--- src/rtl/mdio_ctl_pkg.sv ---
package mdio_ctl_pkg;
  localparam int unsigned BUSY_BIT   = 31;
  localparam int unsigned EN_BIT     = 30;
  localparam int unsigned RD_BIT     = 27;
  localparam int unsigned PHY_LSB    = 21;
  localparam int unsigned REG_LSB    = 16;
  localparam int unsigned ADDR_W     = 5;
  localparam int unsigned DATA_W     = 16;
  localparam int unsigned FRAME_BITS = 64;
  localparam int unsigned TA_IDX     = 46;
  localparam int unsigned DATA_IDX   = 48;
  localparam logic [31:0] KEEP_MASK  = 32'hCBFF_FFFF;

  function automatic logic [FRAME_BITS-1:0] build_frame(
    input logic rd, input logic [ADDR_W-1:0] phy, input logic [ADDR_W-1:0] rga,
    input logic [DATA_W-1:0] wd);
    return {32'hFFFF_FFFF, 2'b01, (rd ? 2'b10 : 2'b01), phy, rga,
            (rd ? 2'b00 : 2'b10), (rd ? {DATA_W{1'b0}} : wd)};
  endfunction
endpackage

--- src/rtl/mdio_mdc_gen.sv ---
module mdio_mdc_gen #(
  parameter int unsigned DIV = 4
) (
  input  logic clk_i,
  input  logic rst_ni,
  input  logic run_i,
  output logic mdc_o,
  output logic rise_o,
  output logic fall_o
);
  localparam int unsigned HALF = DIV / 2;
  localparam int unsigned CW   = (HALF > 1) ? $clog2(HALF) : 1;

  logic [CW-1:0] cnt_q;
  logic          mdc_q;
  logic          wrap;

  assign wrap   = run_i && (cnt_q == CW'(HALF - 1));
  assign rise_o = wrap && !mdc_q;
  assign fall_o = wrap && mdc_q;
  assign mdc_o  = mdc_q;

  always_ff @(posedge clk_i or negedge rst_ni) begin
    if (!rst_ni) begin
      cnt_q <= '0;
      mdc_q <= 1'b0;
    end else if (!run_i) begin
      cnt_q <= '0;
      mdc_q <= 1'b0;
    end else if (wrap) begin
      cnt_q <= '0;
      mdc_q <= ~mdc_q;
    end else begin
      cnt_q <= cnt_q + 1'b1;
    end
  end
endmodule

--- src/rtl/mdio_frame_eng.sv ---
module mdio_frame_eng
  import mdio_ctl_pkg::*;
(
  input  logic              clk_i,
  input  logic              rst_ni,
  input  logic              start_i,
  input  logic              rd_i,
  input  logic [ADDR_W-1:0] phy_i,
  input  logic [ADDR_W-1:0] reg_i,
  input  logic [DATA_W-1:0] wdata_i,
  input  logic              rise_i,
  input  logic              fall_i,
  input  logic              mdio_i,
  output logic              mdio_o,
  output logic              mdio_oe_o,
  output logic              done_o,
  output logic [DATA_W-1:0] rdata_o
);
  localparam int unsigned BW = $clog2(FRAME_BITS);

  logic [FRAME_BITS-1:0] sr_q;
  logic [BW-1:0]         bcnt_q;
  logic                  active_q, rd_q;
  logic [DATA_W-1:0]     rsh_q;
  logic                  last_bit;

  assign last_bit  = (bcnt_q == BW'(FRAME_BITS - 1));
  assign done_o    = active_q && fall_i && last_bit;
  assign mdio_o    = active_q & sr_q[FRAME_BITS-1];
  assign mdio_oe_o = active_q && !(rd_q && (bcnt_q >= BW'(TA_IDX)));
  assign rdata_o   = rsh_q;

  always_ff @(posedge clk_i or negedge rst_ni) begin
    if (!rst_ni) begin
      sr_q     <= '0;
      bcnt_q   <= '0;
      active_q <= 1'b0;
      rd_q     <= 1'b0;
      rsh_q    <= '0;
    end else if (start_i) begin
      sr_q     <= build_frame(rd_i, phy_i, reg_i, wdata_i);
      bcnt_q   <= '0;
      active_q <= 1'b1;
      rd_q     <= rd_i;
    end else if (active_q) begin
      // sample on the rising edge; shift on the falling edge
      if (rise_i && rd_q && (bcnt_q >= BW'(DATA_IDX)))
        rsh_q <= {rsh_q[DATA_W-2:0], mdio_i};
      if (fall_i) begin
        if (last_bit) active_q <= 1'b0;
        else begin
          bcnt_q <= bcnt_q + 1'b1;
          sr_q   <= {sr_q[FRAME_BITS-2:0], 1'b0};
        end
      end
    end
  end
endmodule

--- src/rtl/mdio_ctl_master.sv ---
module mdio_ctl_master
  import mdio_ctl_pkg::*;
#(
  parameter int unsigned DIV = 4
) (
  input  logic        clk_i,
  input  logic        rst_ni,
  input  logic        reg_we_i,
  input  logic [31:0] reg_wdata_i,
  output logic [31:0] reg_rdata_o,
  output logic        mdc_o,
  output logic        mdio_o,
  output logic        mdio_oe_o,
  input  logic        mdio_i
);
  logic [31:0]       ctrl_q;
  logic              busy, start, go;
  logic              rise, fall, done;
  logic [DATA_W-1:0] eng_rdata;

  assign busy        = ctrl_q[BUSY_BIT];
  assign go          = reg_wdata_i[BUSY_BIT] && reg_wdata_i[EN_BIT];
  assign start       = reg_we_i && !busy && go;
  assign reg_rdata_o = ctrl_q;

  always_ff @(posedge clk_i or negedge rst_ni) begin
    if (!rst_ni) begin
      ctrl_q <= '0;
    end else if (reg_we_i && !busy) begin
      ctrl_q           <= reg_wdata_i & KEEP_MASK;
      ctrl_q[BUSY_BIT] <= go;
    end else if (done) begin
      ctrl_q[BUSY_BIT] <= 1'b0;
      if (ctrl_q[RD_BIT]) ctrl_q[DATA_W-1:0] <= eng_rdata;
    end
  end

  mdio_mdc_gen #(.DIV(DIV)) u_mdc (
    .clk_i  (clk_i),
    .rst_ni (rst_ni),
    .run_i  (busy),
    .mdc_o  (mdc_o),
    .rise_o (rise),
    .fall_o (fall)
  );

  mdio_frame_eng u_eng (
    .clk_i     (clk_i),
    .rst_ni    (rst_ni),
    .start_i   (start),
    .rd_i      (reg_wdata_i[RD_BIT]),
    .phy_i     (reg_wdata_i[PHY_LSB +: ADDR_W]),
    .reg_i     (reg_wdata_i[REG_LSB +: ADDR_W]),
    .wdata_i   (reg_wdata_i[DATA_W-1:0]),
    .rise_i    (rise),
    .fall_i    (fall),
    .mdio_i    (mdio_i),
    .mdio_o    (mdio_o),
    .mdio_oe_o (mdio_oe_o),
    .done_o    (done),
    .rdata_o   (eng_rdata)
  );
endmodule

--- config.mk ---
export PLATFORM = sky130hd
export DESIGN_NAME = mdio_ctl_master
export DESIGN_NICKNAME = d
export VERILOG_FILES = /design/src/rtl/mdio_ctl_pkg.sv /design/src/rtl/mdio_mdc_gen.sv /design/src/rtl/mdio_frame_eng.sv /design/src/rtl/mdio_ctl_master.sv
export SDC_FILE = /design/constraint.sdc
export NUM_CORES = 1
export LEC_CHECK = 0
export ABC_AREA = 1
export BUFFER_PORTS_ARGS = -buffer_cell sky130_fd_sc_hd__buf_2
export CAP_MARGIN = 10
export CORE_ASPECT_RATIO = 1.25
export CORE_MARGIN = 4
export CORE_UTILIZATION = 45
export CTS_BUF_LIST = sky130_fd_sc_hd__clkbuf_2 sky130_fd_sc_hd__clkbuf_4 sky130_fd_sc_hd__clkbuf_8
export DETAILED_ROUTE_END_ITERATION = 8
export GPL_TIMING_DRIVEN = 0
export PLACE_DENSITY = 0.72
export SYNTH_ARGS = -nofsm -noshare
export SYNTH_HDL_FRONTEND = slang
export SYNTH_SLANG_ARGS = --single-unit
--- constraint.sdc ---
create_clock -name clk_i -period 1.4 [get_ports clk_i]
set_input_delay 0.28 -clock clk_i [delete_from_list [all_inputs] [get_ports clk_i]]
set_output_delay 0.28 -clock clk_i [all_outputs]
set_load 0.01 [all_outputs]
-- Word-level counts from Yosys, hierarchy flattened
Index checks and enable logic that the tools add are counted.
- bits in registers: 119
- input bits: 36
- output and inout port bits: 35
- logic and storage cells: 66
- add/sub/neg operators: 2
- order comparisons: 2
- equality and inequality tests: 3
- muxes and demuxes: 24
- bitwise logic cells: 3
- reductions and logical operators: 22
- operators with widths (kind ; count):
    two-way mux 64 bit ; 4
    two-way mux 16 bit ; 4
    two-way mux 6 bit ; 4
    >= comparator 6 bit, second input constant ; 2
    logical AND 1 bit ; 12
    two-way mux 1 bit ; 10
    nonzero test 2 bit ; 4
    adder 6 x 1 -> 6 bit, second input constant ; 1
    equality test 6 bit, second input constant ; 1
    AND reduction 3 bit ; 2
    two-way mux 2 bit ; 2
    zero test 1 bit ; 3
    != test 2 x 1 -> 1 bit, second input constant ; 1
    != test 2 bit, second input constant ; 1
    NOT 1 bit ; 2
    AND reduction 2 bit ; 1
    adder 1 bit, second input constant ; 1
    bitwise AND 1 bit ; 1

-- Longest topological paths before layout
- depth after elaboration: 6
- mapped depth: 10
- mapped depth without buffers: 9

-- Cells and area by module
A second synthesis with hierarchy kept.
- cells, all modules: 660
- area total of the unflattened synthesis: 5591.6 µm²
- modules (own cells, without submodules) (module ; times used ; cells an instance ; area each (µm²) ; sequential area each (µm²)):
    mdio_frame_eng ; 1 ; 464 ; 4038.9 ; 2202.1
    mdio_ctl_master ; 1 ; 184 ; 1462.7 ; 725.7
    mdio_mdc_gen ; 1 ; 12 ; 90.1 ; 50.0

-- Worst setup path before layout
No wires, ideal clock.
- kind: register to register
- start: register u_eng.bcnt_q[1]
- end: register ctrl_q[0], in the netlist reg_rdata_o[0]
- library setup time: 117 ps
- arrival: 1351 ps
- data required time: 1283 ps
- path slack: -68 ps
- stages on the path, launching flop included: 10
- buffers on the path: 1
- period minus slack after synthesis: 1468 ps
- path through: dfrtp_1 > ha_1 > nand3_1 > nor2_1 > nand2_1 > nand2_2 > nand2_8 > buf_6 > nand2_1 > nand2_1
- word-level cells in the longest chain between the ends: 4
- ends and longest elaborated chain (element ; line ; RTL):
    from (decl) ; mdio_frame_eng.sv:22 ; logic [BW-1:0] bcnt_q;
    from (signal assigned) ; mdio_frame_eng.sv:52 ; bcnt_q <= bcnt_q + 1'b1;
    equality test 6 bit ; mdio_frame_eng.sv:27 ; assign last_bit = (bcnt_q == BW'(FRAME_BITS - 1));
    logical AND 1 bit ; mdio_frame_eng.sv:28 ; assign done_o = active_q && fall_i && last_bit;
    nonzero test 2 bit (no source line) ; n/a ;
    AND reduction 2 bit (no source line) ; n/a ;
    to (signal assigned) ; mdio_ctl_master.sv:30 ; ctrl_q <= reg_wdata_i & KEEP_MASK;
    to (signal, indexed assignment) ; mdio_ctl_master.sv:31 ; ctrl_q[BUSY_BIT] <= go;
    to (decl) ; mdio_ctl_master.sv:16 ; logic [31:0] ctrl_q;
No other way between the ends.
A chain may end at the register's enable or synchronous reset.

-- Worst setup path in the final report
- start: register u_eng.bcnt_q[1]
- end: output port mdio_oe_o
- word-level cells in the longest chain between the ends: 4
- ends and longest elaborated chain (element ; line ; RTL):
    >= comparator 6 bit ; mdio_frame_eng.sv:30 ; assign mdio_oe_o = active_q && !(rd_q && (bcnt_q >= BW'(TA_IDX)));
    logical AND 1 bit ; mdio_frame_eng.sv:30 ;
    zero test 1 bit ; mdio_frame_eng.sv:30 ;
    logical AND 1 bit ; mdio_frame_eng.sv:30 ;
    to (decl) ; mdio_ctl_master.sv:13 ; output logic mdio_oe_o,
No other way between the ends.

==> results.py <==
metrics = {
    "synthesis": {
        "syn_inst": 661,
        "ys_seq_area_share_pct": 55.37,
        "yosys_warnings": 0,
        "yosys_register_bits": 119,
        "avgSynthCellArea_um2": 8.136,
        "syn-cell-area_mm2": 0.005378,
        "synth_cell_types": 27,
    },
    "clocking": {
        "cts_tree": "done",
        "path_clk_slew_ns": 0.08,
        "clock_path_buffers": 2,
        "cts_buffers": 17,
        "h-tree-depth": 4,
        "clk_latency_ns": 0.44,
        "root_buffer": "clkbuf_8",
        "cts_num_sinks": 119,
    },
    "sta": {
        "finalCriticalPeriod_ns": 1.820,
        "whs_ns": 0.04976,
        "setup_viol": 90,
        "rsz0062_at_grt": "yes",
        "fmax_mhz": 549.4,
        "fin_skew_ns": 0.01731,
        "slew_violations": 0,
        "post-route-period-util_pct": 130.0,
        "setup_slack_ns": -0.4202,
        "setup-tns-final_ns": -18.59,
        "final_hold_viol_count": 0,
    },
    "worst_setup_path": {
        "worst-setup-path-type": "register to primary output",
        "worstPathRequired_ns": 1.12,
        "critPathMaxFanout": 2,
        "crit_arrival_ns": 1.54,
        "cp-start-kind": "register",
        "cp-end-kind": "primary output",
    },
    "place": {
        "port_buffers": 64,
        "dpl-instance-area_mm2": 0.006002,
        "gp_congestion": 0.8434,
        "dp_hpwl_mm": 8.716,
    },
    "global_route": {
        "gr-max-usage-layer": "met2",
        "grt_pass1_wl_mm": 22.02,
        "use_met1_pct": 25.33,
        "gr-usage-all-layers_pct": 20.01,
        "globalRouteMet2Util_pct": 33.71,
        "grt_max_degree": 81,
        "grt_pass1_vias": 4632,
        "grt_util_met3_pct": 4.651,
        "antenna_found_initial": 0,
        "gr-total-overflow": 0,
    },
    "finish": {
        "fin_area_mm2": 0.007929,
        "post_route_cells_drive_above_1_share_pct": 46.00,
        "fin_util_pct": 67.94,
        "n_fill_cell": 811,
        "final_cell_mix": "nand2_1, dfrtp_1, nand2_2, buf_2, inv_1",
        "multiInputGateArea_mm2": 0.002849,
        "final_common_cell": "nand2_1",
        "synthToLayoutAreaGrowth_pct": 47.44,
        "seq_area_mm2": 0.002980,
        "diodes": 0,
        "nNetsFinal": 826,
    },
    "detailed_routing": {
        "drc": 0,
        "drt_iter0_markers": 302,
        "vias": 5032,
        "drt_wl_total_mm": 15.87,
        "wl_per_cell_um": 16.51,
        "ant_nets": 0,
        "dr.pass1.iters": 7,
        "viasPerCell": 5.236,
    },
    "power_and_ir_drop": {
        "leakage_nw": 3.890,
        "vdd_ir_drop_max_v": 0.0008030,
        "power_density_mw_per_mm2": 1221,
    },
    "die": {
        "core_mm2": 0.01167,
        "start_util_pct": 46.08,
        "std_cell_rows": 44,
        "dieArea_mm2": 0.01377,
        "dieWidth_um": 105.8,
        "die_h_um": 130.2,
        "ios": 71,
    },
    "status": {
        "violations": "setup timing",
        "outcome": "finished with violations",
    },
    "flow_run": {
        "max_cap_violations": 0,
    },
    "hold_path": {
        "hp-class": "input pin to register",
    },
}
## path summary, 6_finish.rpt
path,from,to,slack (ns),cells past startpoint
max,u_eng.bcnt_q[1],mdio_oe_o,-0.42,5
min,reg_wdata_i[18],reg_rdata_o[18],0.05,3
max reg2reg,u_eng.bcnt_q[1],u_eng.sr_q[2],-0.28,11
min reg2reg,u_eng.sr_q[34],u_eng.sr_q[34],0.48,2
max in group asynchronous,rst_ni,u_eng.bcnt_q[1],0.38,3
min in group asynchronous,rst_ni,u_eng.sr_q[33],0.31,2
## cells by family after synthesis
kind of cell,synth area share (%)
and+or+nand+nor,28.48
DFF,55.37
buffers and inverters,7.818
AOI/OAI and AO/OA,7.469
xor gates and xnor gates,0.3258
adders and majority gates,0.4653
other,0.06973
## Yosys cell counts, drive strengths merged
cell,count,area share [%]
dfrtp,119,55
o21ai,75,7.0
ha,2,0.47
buf,26,3.3
nand2,296,22
clkbuf,14,1.0
conb,1,0.070
xor2,2,0.33
or2,1,0.12
nor2,10,0.84
a31oi,1,0.12
inv,49,3.5
nand4,3,0.35
nand3,58,5.4
nand3b,1,0.14
o21a,1,0.14
o22ai,2,0.23
## per-stage QoR
stage                     total power, mW  cells  setup WS, ns
after global placement              5.653    888        -1.385
after CTS                           9.040    942       -0.5133
after global routing                10.13    961       -0.4726
after floorplan                     5.180    663      -0.03325
after detailed placement            5.738    889       -0.2708
final                               9.680    961       -0.4202
## power by group
part           total, mW  internal (mW)  switching [mW]
Clock               3.27           1.81            1.46
Sequential          4.38           3.96           0.411
Combinational       2.03          0.905            1.13
## registers in the layout (all words and copies together) (netlist names)
| signal | count |
|---|---|
| u_eng.sr_q | 64 |
| u_mdc.cnt_q | 1 |
| u_eng.rdata_o | 16 |
| u_eng.active_q | 1 |
| reg_rdata_o | 29 |
| u_mdc.mdc_o | 1 |
| u_eng.bcnt_q | 6 |
| u_eng.rd_q | 1 |
## final cells by class
type                            count  share of cell area [%]
Tap cell                          161                   2.541
Multi-Input combinational cell    456                   35.93
Sequential cell                   119                   37.59
Clock inverter                     11                   1.925
Inverter                           49                   2.572
Clock buffer                       20                   3.235
Buffer                             35                   4.781
Timing Repair Buffer              110                   11.42
## routing by layer
| layer | vias to the layer above | part of all wire [%] | routed length, um |
|---|---|---|---|
| met5 | - | 0 | 0 |
| met4 | 0 | 2.7 | 434 |
| met3 | 49 | 6.1 | 971 |
| met2 | 204 | 51 | 8026 |
| met1 | 2448 | 41 | 6432 |
| li1 | 2331 | - | - |
## worst max-delay path, stage by stage (launching register included)
cell	delay [ns]
dfrtp_2	0.45
ha_4	0.18
nor2_4	0.09
o21ai_2	0.06
a31oi_2	0.15
buf_2	0.17
## what timing repair did
| item | in CTS | in global routing |
|---|---|---|
| resized for setup | 54 | 298 |
| endpoints found under the hold margin | 39 | 0 |
| pin swaps | 6 | 54 |
| cloned | 7 | 8 |
| endpoints found under the setup margin | 113 | 117 |
| buffers inserted | 15 | 19 |
| hold buffers | 1 | 0 |
No activity file was read; power rests on OpenSTA's default activity.
